## src/rtl/sc_power_seq.sv

```systemverilog
module sc_power_seq #(
  parameter int unsigned HOLD_TICKS     = 10000,
  parameter int unsigned T1_TICKS       = 100,
  parameter int unsigned T2_TICKS       = 20,
  parameter int unsigned T3_TICKS       = 20,
  parameter int unsigned T4_TICKS       = 20,
  parameter int unsigned DR_TICKS       = 1,
  parameter int unsigned DC_TICKS       = 8,
  parameter int unsigned DI_TICKS       = 2,
  parameter int unsigned DISCH_TICKS    = 100,
  parameter int unsigned CLK_MIN_CYCLES = 42000
) (
  input  logic clk,
  input  logic rst_n,
  input  logic tick,
  input  logic pwr_event,
  input  logic card_clk,
  input  logic host_cmd_n,
  input  logic host_rst_req,
  input  logic card_ok,
  input  logic vcc_good,
  output logic vcc_en,
  output logic io_rx,
  output logic card_clk_out,
  output logic card_rst,
  output logic fault_n
);

  localparam int unsigned TSUM = HOLD_TICKS + T1_TICKS + T2_TICKS + T3_TICKS + T4_TICKS
                               + DR_TICKS + DC_TICKS + DI_TICKS + DISCH_TICKS;
  localparam int CW  = $clog2(TSUM + 1);
  localparam int YW  = $clog2(CLK_MIN_CYCLES + 1);

  typedef enum logic [3:0] {
    S_HOLD, S_IDLE, S_A1, S_A2, S_A3, S_A4, S_ON, S_D1, S_D2, S_D3, S_D4
  } st_t;

  st_t          state;
  logic [CW-1:0] cnt, dcnt, len;
  logic [YW-1:0] cyc;
  logic cmd_q, cclk_q, fault_r, gate_req, gate_open, vcc_r, io_r, rst_r;

  wire cyc_done  = (cyc == YW'(CLK_MIN_CYCLES));
  wire last      = tick && (cnt == len - CW'(1));
  wire deact_req = host_cmd_n || !fault_n;
  wire act_edge  = cmd_q && !host_cmd_n && fault_n;
  wire activating = (state == S_A1) || (state == S_A2) || (state == S_A3) ||
                    (state == S_A4) || (state == S_ON);

  assign fault_n      = card_ok && !fault_r;
  assign vcc_en       = vcc_r;
  assign io_rx        = io_r;
  assign card_rst     = rst_r;
  assign card_clk_out = card_clk && gate_open;

  always_comb begin
    case (state)
      S_HOLD:  len = CW'(HOLD_TICKS);
      S_A1:    len = CW'(T1_TICKS);
      S_A2:    len = CW'(T2_TICKS);
      S_A3:    len = CW'(T3_TICKS);
      S_A4:    len = CW'(T4_TICKS);
      S_D1:    len = CW'(DR_TICKS);
      S_D2:    len = CW'(DC_TICKS);
      S_D3:    len = CW'(DI_TICKS);
      default: len = CW'(1);
    endcase
  end

  always_ff @(posedge clk or negedge rst_n) begin
    if (!rst_n) begin
      state <= S_HOLD; cnt <= '0; dcnt <= '0; cyc <= '0;
      cmd_q <= 1'b1; cclk_q <= 1'b0; fault_r <= 1'b0;
      gate_req <= 1'b0; gate_open <= 1'b0; vcc_r <= 1'b0; io_r <= 1'b0; rst_r <= 1'b0;
    end else if (pwr_event) begin
      state <= S_HOLD; cnt <= '0; dcnt <= '0; cyc <= '0;
      cmd_q <= 1'b1; cclk_q <= 1'b0; fault_r <= 1'b0;
      gate_req <= 1'b0; gate_open <= 1'b0; vcc_r <= 1'b0; io_r <= 1'b0; rst_r <= 1'b0;
    end else begin
      cmd_q  <= host_cmd_n;
      cclk_q <= card_clk;
      if (!card_clk) gate_open <= gate_req;
      if (!gate_req) cyc <= '0;
      else if (card_clk && !cclk_q && gate_open && !cyc_done) cyc <= cyc + YW'(1);

      if (activating && deact_req) begin
        state <= S_D1; cnt <= '0; dcnt <= '0;
      end else begin
        case (state)
          S_HOLD:
            if (tick) begin
              if (last) begin state <= S_IDLE; cnt <= '0; end
              else cnt <= cnt + CW'(1);
            end
          S_IDLE:
            if (act_edge) begin
              state <= S_A1; cnt <= '0; vcc_r <= 1'b1;
            end else if (host_cmd_n) fault_r <= 1'b0;
          S_A1, S_A2, S_A3, S_A4:
            if (tick) begin
              if (!last) cnt <= cnt + CW'(1);
              else begin
                cnt <= '0;
                case (state)
                  S_A1:
                    if (!vcc_good) begin
                      vcc_r <= 1'b0; fault_r <= 1'b1; state <= S_D1; dcnt <= '0;
                    end else state <= S_A2;
                  S_A2: begin io_r <= 1'b1; state <= S_A3; end
                  S_A3: begin gate_req <= 1'b1; state <= S_A4; end
                  default: state <= S_ON;
                endcase
              end
            end
          S_ON:
            rst_r <= host_rst_req && cyc_done;
          S_D1, S_D2, S_D3:
            if (tick) begin
              dcnt <= dcnt + CW'(1);
              if (!last) cnt <= cnt + CW'(1);
              else begin
                cnt <= '0;
                case (state)
                  S_D1: begin rst_r <= 1'b0; state <= S_D2; end
                  S_D2: begin gate_req <= 1'b0; state <= S_D3; end
                  default: begin io_r <= 1'b0; vcc_r <= 1'b0; state <= S_D4; end
                endcase
              end
            end
          S_D4:
            if (tick) begin
              if (dcnt == CW'(DISCH_TICKS - 1)) begin state <= S_IDLE; dcnt <= '0; end
              else dcnt <= dcnt + CW'(1);
            end
          default: state <= S_HOLD;
        endcase
      end
    end
  end

  a_r6_gate_moves_low: assert property (@(posedge clk) disable iff (!rst_n)
    !$stable(gate_open) |-> ($past(!card_clk) || $past(pwr_event)));
  a_r5_rst_after_min: assert property (@(posedge clk) disable iff (!rst_n)
    card_rst |-> (gate_open && cyc_done));
  a_r2_vcc_from_idle: assert property (@(posedge clk) disable iff (!rst_n)
    $rose(vcc_en) |-> $past(state) == S_IDLE);
  a_r4_fault_cuts_vcc: assert property (@(posedge clk) disable iff (!rst_n)
    $rose(fault_r) |-> !vcc_en);
  a_r8_io_needs_vcc: assert property (@(posedge clk) disable iff (!rst_n)
    io_rx |-> vcc_en);

endmodule

```

## config.mk

```make
export PLATFORM = sky130hd
export DESIGN_NAME = sc_power_seq
export DESIGN_NICKNAME = d
export VERILOG_FILES = /design/src/rtl/sc_power_seq.sv
export SDC_FILE = /design/constraint.sdc
export NUM_CORES = 1
export LEC_CHECK = 0
export BUFFER_PORTS_ARGS = -buffer_cell sky130_fd_sc_hd__buf_2
export CAP_MARGIN = 20
export CORE_MARGIN = 1.5
export CORE_UTILIZATION = 50
export CTS_CLUSTER_SIZE = 25
export DETAILED_ROUTE_END_ITERATION = 7
export PLACE_DENSITY = 0.76
export SETUP_SLACK_MARGIN = 0.15
export SYNTH_ARGS = -nofsm -noshare
export SYNTH_HDL_FRONTEND = slang
export SYNTH_SLANG_ARGS = --single-unit
```

## constraint.sdc

```tcl
create_clock -name clk -period 4.8 [get_ports clk]
set_clock_uncertainty 0.1 [all_clocks]
set_input_delay 0 -clock clk [delete_from_list [all_inputs] [get_ports clk]]
set_output_delay 0 -clock clk [all_outputs]
set_load 0.03 [all_outputs]
```

After elaboration in Yosys (flattened, before gate mapping)
Memories as Yosys holds them, arrays and structs flattened.
Index checks and enable logic that the tools add are counted.
{ "word_totals": {"ff_bits": 56, "latchBits": 0, "ram_bits": 0, "mem_bits_ro": 176, "inputBits": 9, "out_inout_bits": 5, "wordCells": 178, "n_memories": 1} }
{ "mem_list": {"columns": ["name", "depth", "word_bits", "read_ports", "rd_clocked_by_memory_dff", "wr", "line_no", "source"], "rows": [
  ["(no name shown)", 16, 11, 1, 0, 0, "57", "case (state)"]
]} }
{ "classes": {"add_sub_neg": 4, "n_mul": 0, "div_mod_pow": 0, "magnitude_cmp": 0, "eq_ne": 43, "shift": 0, "mux": 79, "n_bitwise": 0, "n_reduce_logical": 39} }
{ "op_table": {"columns": ["cell", "count"], "rows": [
  ["14-bit two-way mux", 14],
  ["16-bit two-way mux", 3],
  ["4-bit two-way mux", 11],
  ["4-bit != test (second input constant)", 11],
  ["3-bit != test (second input constant)", 14],
  ["14-bit one-hot mux with 3 select lines", 1],
  ["1-bit two-way mux", 40],
  ["14-bit by 1-bit adder with 14-bit output (second input constant)", 2],
  ["14-bit one-hot mux with 2 select lines", 1],
  ["4-bit one-hot mux with 6 select lines", 1],
  ["8-bit AND reduction", 3],
  ["10-bit AND reduction", 2],
  ["16-bit by 1-bit adder with 16-bit output (second input constant)", 1],
  ["16-bit == test (second input constant)", 1],
  ["4-bit by 3-bit == test with 1-bit output (second input constant)", 4],
  ["14-bit == test", 1],
  ["14-bit by 7-bit == test with 1-bit output (second input constant)", 1],
  ["14-bit by 1-bit subtractor with 14-bit output (second input constant)", 1],
  ["4-bit == test (second input constant)", 3],
  ["4-bit one-hot mux with 3 select lines", 1],
  ["1-bit logical AND", 10],
  ["3-bit nonzero test", 3],
  ["4-bit by 2-bit == test with 1-bit output (second input constant)", 2],
  ["1-bit one-hot mux with 2 select lines", 4],
  ["19 further kinds", 30]
]} }

Depth between registers and ports, before layout
An unclocked memory read counts as a cell.
{ "logic_depth": {"depth_word": 9, "depth_mapped": 15, "ltp_nobuf": 13} }

Least setup slack after synthesis
Ideal clock, no wire load.
{ "synth_path": {"kind": "register -> register", "startpoint": "register state[3]", "endpoint": "register dcnt[3]", "setup_ps": 124, "t_arrival_ps": 3284, "required_time_ps": 4576, "setup_slack_ps": 1292, "stages_incl_launch_ff": 15, "path_buffers": 3, "period_less_slack_ps": 3508, "cell_sequence": "dfrtp_1 buf_2 clkbuf_1 nor2b_1 nand2_1 ha_1 xor2_1 o211a_1 o211ai_1 a2111o_1 a2111oi_4 a21boi_2 or2_1 buf_2 a211o_1"} }
{ "synth_via": {"elab_chain_cells": 8, "word_cells_on_any_way": 31, "classes_between": "add/sub: 1; eq/ne: 16; mux: 3; reduce/logical: 10; memory: 1"} }
{ "synth_lines": {"columns": ["item", "line_no", "source"], "rows": [
  ["start: declaration", "38", "st_t state;"],
  ["start signal: assignment", "72", "state <= S_HOLD; cnt <= '0; dcnt <= '0; cyc <= '0;"],
  ["start signal: assignment", "76", "state <= S_HOLD; cnt <= '0; dcnt <= '0; cyc <= '0;"],
  ["start signal: assignment", "87", "state <= S_D1; cnt <= '0; dcnt <= '0;"],
  ["parallel branches: the longest is 8 deep, another holds 14-bit by 1-bit subtractor with 14-bit output", null, null],
  ["end signal: assignment", "119", "dcnt <= dcnt + CW'(1);"],
  ["end signal: assignment", "133", "else dcnt <= dcnt + CW'(1);"],
  ["end: declaration", "39", "logic [CW-1:0] cnt, dcnt, len;"]
]} }
Several ways; the timed one is not identified.
A chain may end at the register's enable or synchronous reset.

Worst setup path in the final report
{ "layout_path": {"startpoint": "register state[2]", "endpoint": "register state[2]"} }
{ "layout_via": {"elab_chain_cells": 8, "word_cells_on_any_way": 39, "classes_between": "add/sub: 1; eq/ne: 21; mux: 6; reduce/logical: 10; memory: 1"} }
{ "layout_lines": {"columns": ["item"], "rows": [
  ["parallel branches: the longest is 8 deep, another holds 14-bit by 1-bit subtractor with 14-bit output"]
]} }
Several ways; the timed one is not identified. The select of a mux whose other input is x is not followed.

==> impl_metrics.py <==
metrics = {
    "power_and_ir_drop": {
        "power_frac_seq": 0.314,
        "swShare": 0.455,
        "ir_drop_v": 0.000397,
        "power_density_nw_per_um2": 403,
        "clockPowerShare": 0.162,
        "p_int_mw": 0.917,
        "p_leak_nw": 1.85,
        "finalPower_mw": 1.68,
        "switching_power_mw": 0.767,
        "pwr-share-comb": 0.524,
    },
    "placed_design": {
        "place_area_um2": 4020,
        "gp_routability_congestion": 0.958,
        "io_buffers": 13,
        "place_inst": 556,
        "pre_cts_ws_ns": 0.715,
        "dp_hpwl_um": 6550,
    },
    "yosys": {
        "ys_top_cells_by_count": "dfrtp_1 (55), nor2_1 (52), nand2_1 (45)",
        "yosys.area.top_type_share": 0.352,
        "syn-instance-count": 461,
        "yosysMostFrequentCell": "dfrtp_1",
        "synth_nets": 481,
        "synthMuxAreaShare": 0.0243,
        "ys_seq_elements": 56,
        "synth_compound_area_frac": 0.220,
        "yosysSeqAreaShare": 0.358,
        "ys.flop_type": "dfrtp_1",
        "synthSimpleGateAreaFrac": 0.287,
        "async_reset_ff_frac": 1.00,
        "synth.largest_area_cell": "dfrtp_1",
        "synth_area_per_cell_um2": 8.49,
        "synth_edf_count": 0,
        "syn-cell-area_um2": 3910,
        "ys_top_cells_by_area": "dfrtp_1 (35%), nor2_1 (5.0%), nand2_1 (4.3%)",
        "yosys_warnings": 0,
        "yosysUniqueCellTypes": 65,
        "synth_xor_area_frac": 0.0381,
        "synth_top_family_by_area": "simple AND/OR/NAND/NOR gates",
        "synthAdderAreaFrac": 0.0352,
    },
    "route": {
        "route.detailed.drc": 0,
        "finalWirelength_um": 9050,
        "vias": 3501,
        "dr.first_iter.drc_count": 222,
        "first_pass_iters": 4,
        "wl_per_cell_um": 15.9,
        "drt-vias-per-instance": 6.14,
        "ant_nets": 0,
    },
    "final_layout": {
        "design_area_um2": 4180,
        "post-route-util": 0.546,
        "n_antenna_cell": 0,
        "final_cells": 570,
        "final_nets": 487,
        "drive_above_1_share": 0.0919,
        "syn2layout_area_growth_pct": 6.75,
    },
    "critical_path": {
        "critical_path.top_delay_family": "compound AO/OA/AOI/OAI gates",
        "cp.arrival_ns": 4.23,
        "crit_type": "reg -> reg",
        "cp_max_fo": 23,
        "crit_path_max_incr_delay_ns": 0.76,
        "path_buf_inv": 1,
        "required_ns": 4.91,
        "path_common_cell": "ha_1",
        "crit_path_end_kind": "flop",
        "cp-start-kind": "flop",
        "worstPathCellList": "inv_1 -> ha_1 -> nand2_1 -> o21ai_0 -> ha_1 -> xor2_1 -> o211a_1 -> o211ai_1 -> a2111o_1 -> a2111oi_4 -> a21oi_2 -> nor2_1 -> mux2_2",
        "cpMaxStageDelayCell": "dfrtp_1",
    },
    "grt": {
        "grt_max_degree": 57,
        "antenna_found_initial": 0,
        "grt_pass1_vias": 3218,
        "grt-ovfl-total": 0,
        "grt_pass1_wl_um": 15400,
        "grt_usage": 0.224,
    },
    "clocking": {
        "numCtsBuffers": 5,
        "cts_tree": "yes",
        "clk_root_buffer_cell": "clkbuf_8",
        "cts-htree-levels": 2,
        "clock_path_buffers": 2,
        "post_cts_resized": 0,
        "insertion_delay_ns": 0.31,
        "cts_sinks": 56,
        "clk_pin_slew_ns": 0.10,
    },
    "sta": {
        "finalSetupTns_ns": 0,
        "clock.fmax_ghz": 0.242,
        "finalHoldViolCount": 0,
        "setup_slack_ns": 0.674,
        "post-route-period-util": 0.860,
        "final_max_slew_viol_count": 0,
        "final-setup-viol-count": 0,
        "min_period_ns": 4.13,
        "worst_pin_slew_ns": 0.871,
        "slew_headroom": 0.415,
        "hold_ws_ns": 0.154,
        "rsz0062_at_grt": "no",
    },
    "floorplanning": {
        "ios": 14,
        "dieHeight_um": 91.5,
        "die-area_um2": 8360,
        "initial_core_util": 0.512,
        "design.core.area_um2": 7650,
        "die_w_um": 91.5,
        "rows": 32,
    },
    "outcome": {
        "status": "complete, no violations",
    },
    "worst_hold_path": {
        "min-delay-path-class": "in -> reg",
    },
    "flow_run": {
        "maxCapViolCount": 0,
    },
}
-- cells in the final DEF (no fill, tap or decap), types with 12 or more instances in the layout --
cell type / instances
xor2_1: 14
nand2b_1: 12
buf_2: 13
nand3_1: 27
a21oi_1: 16
o31ai_1: 14
inv_1: 14
and3_1: 17
nand2_1: 45
nor2_1: 52
dfrtp_1: 55
o21ai_0: 23
-- worst min-delay path: stages --
cell	delay, ns
buf_2	0.11
inv_1	0.08
o31ai_1	0.08
a21oi_1	0.13
mux2_2	0.15
-- path summary, 6_finish.rpt --
check | depth (start not counted) | start | slack (ns) | to
max | 13 | state[2]$_DFFE_PN0P_ | 0.67 | state[2]$_DFFE_PN0P_
min | 5 | vcc_good | 0.15 | state[2]$_DFFE_PN0P_
max reg2reg | 13 | state[2]$_DFFE_PN0P_ | 0.67 | state[2]$_DFFE_PN0P_
min reg2reg | 1 | dcnt[13]$_DFFE_PN0P_ | 0.43 | dcnt[13]$_DFFE_PN0P_
max in group asynchronous | 3 | rst_n | 3.90 | state[1]$_DFFE_PN0P_
min in group asynchronous | 3 | rst_n | 0.24 | dcnt[5]$_DFFE_PN0P_
-- power groups by stage --
| stage | Clock, mW | Combinational [mW] | Sequential, mW |
|---|---|---|---|
| after floorplan | 0 | 0.703 | 0.516 |
| after global placement | 0 | 0.828 | 0.535 |
| after detailed placement | 0 | 0.855 | 0.538 |
| after CTS | 0.280 | 0.864 | 0.528 |
| after global routing | 0.298 | 0.969 | 0.533 |
| final | 0.272 | 0.882 | 0.529 |
-- sequential cells by signal, summed over array words and instances (netlist names) --
signal	flops
cyc	16
cnt	14
dcnt	14
state	4
card_rst	1
cclk_q	1
cmd_q	1
fault_r	1
gate_open	1
gate_req	1
io_rx	1
vcc_en	1
-- area by class of cell --
class                           count  area [um2]
Inverter                           14        52.6
Clock buffer                        5        68.8
Fill cell                         692        3470
Clock inverter                      3        25.0
Timing Repair Buffer               20         133
Multi-Input combinational cell    370        2370
Tap cell                          102         128
Sequential cell                    56        1400
-- logic make-up after synthesis --
group | after synthesis
multiplexers | 9
buffers and inverters | 35
AO/OA/AOI/OAI | 114
AND/OR/NAND/NOR | 219
adder cells (fa/ha/maj) | 11
XOR/XNOR | 17
flip-flops | 56
-- per-layer routing --
layer	wire (um)	GRT usage	up-vias	share of wire
met3	443	0.0360	17	0.049
met4	182	0.0716	0	0.020
met2	4270	0.368	103	0.47
met5	0	0	-	0
li1	-	-	1705	-
met1	4150	0.303	1676	0.46
-- timing repair --
item / 4_1_cts / 5_1_grt
endpoints found under the hold margin: 61 / 0
setup buffers: 0 / 0
hold buffers: 6 / 0
Note: power is estimated with default switching activity, not from simulation.
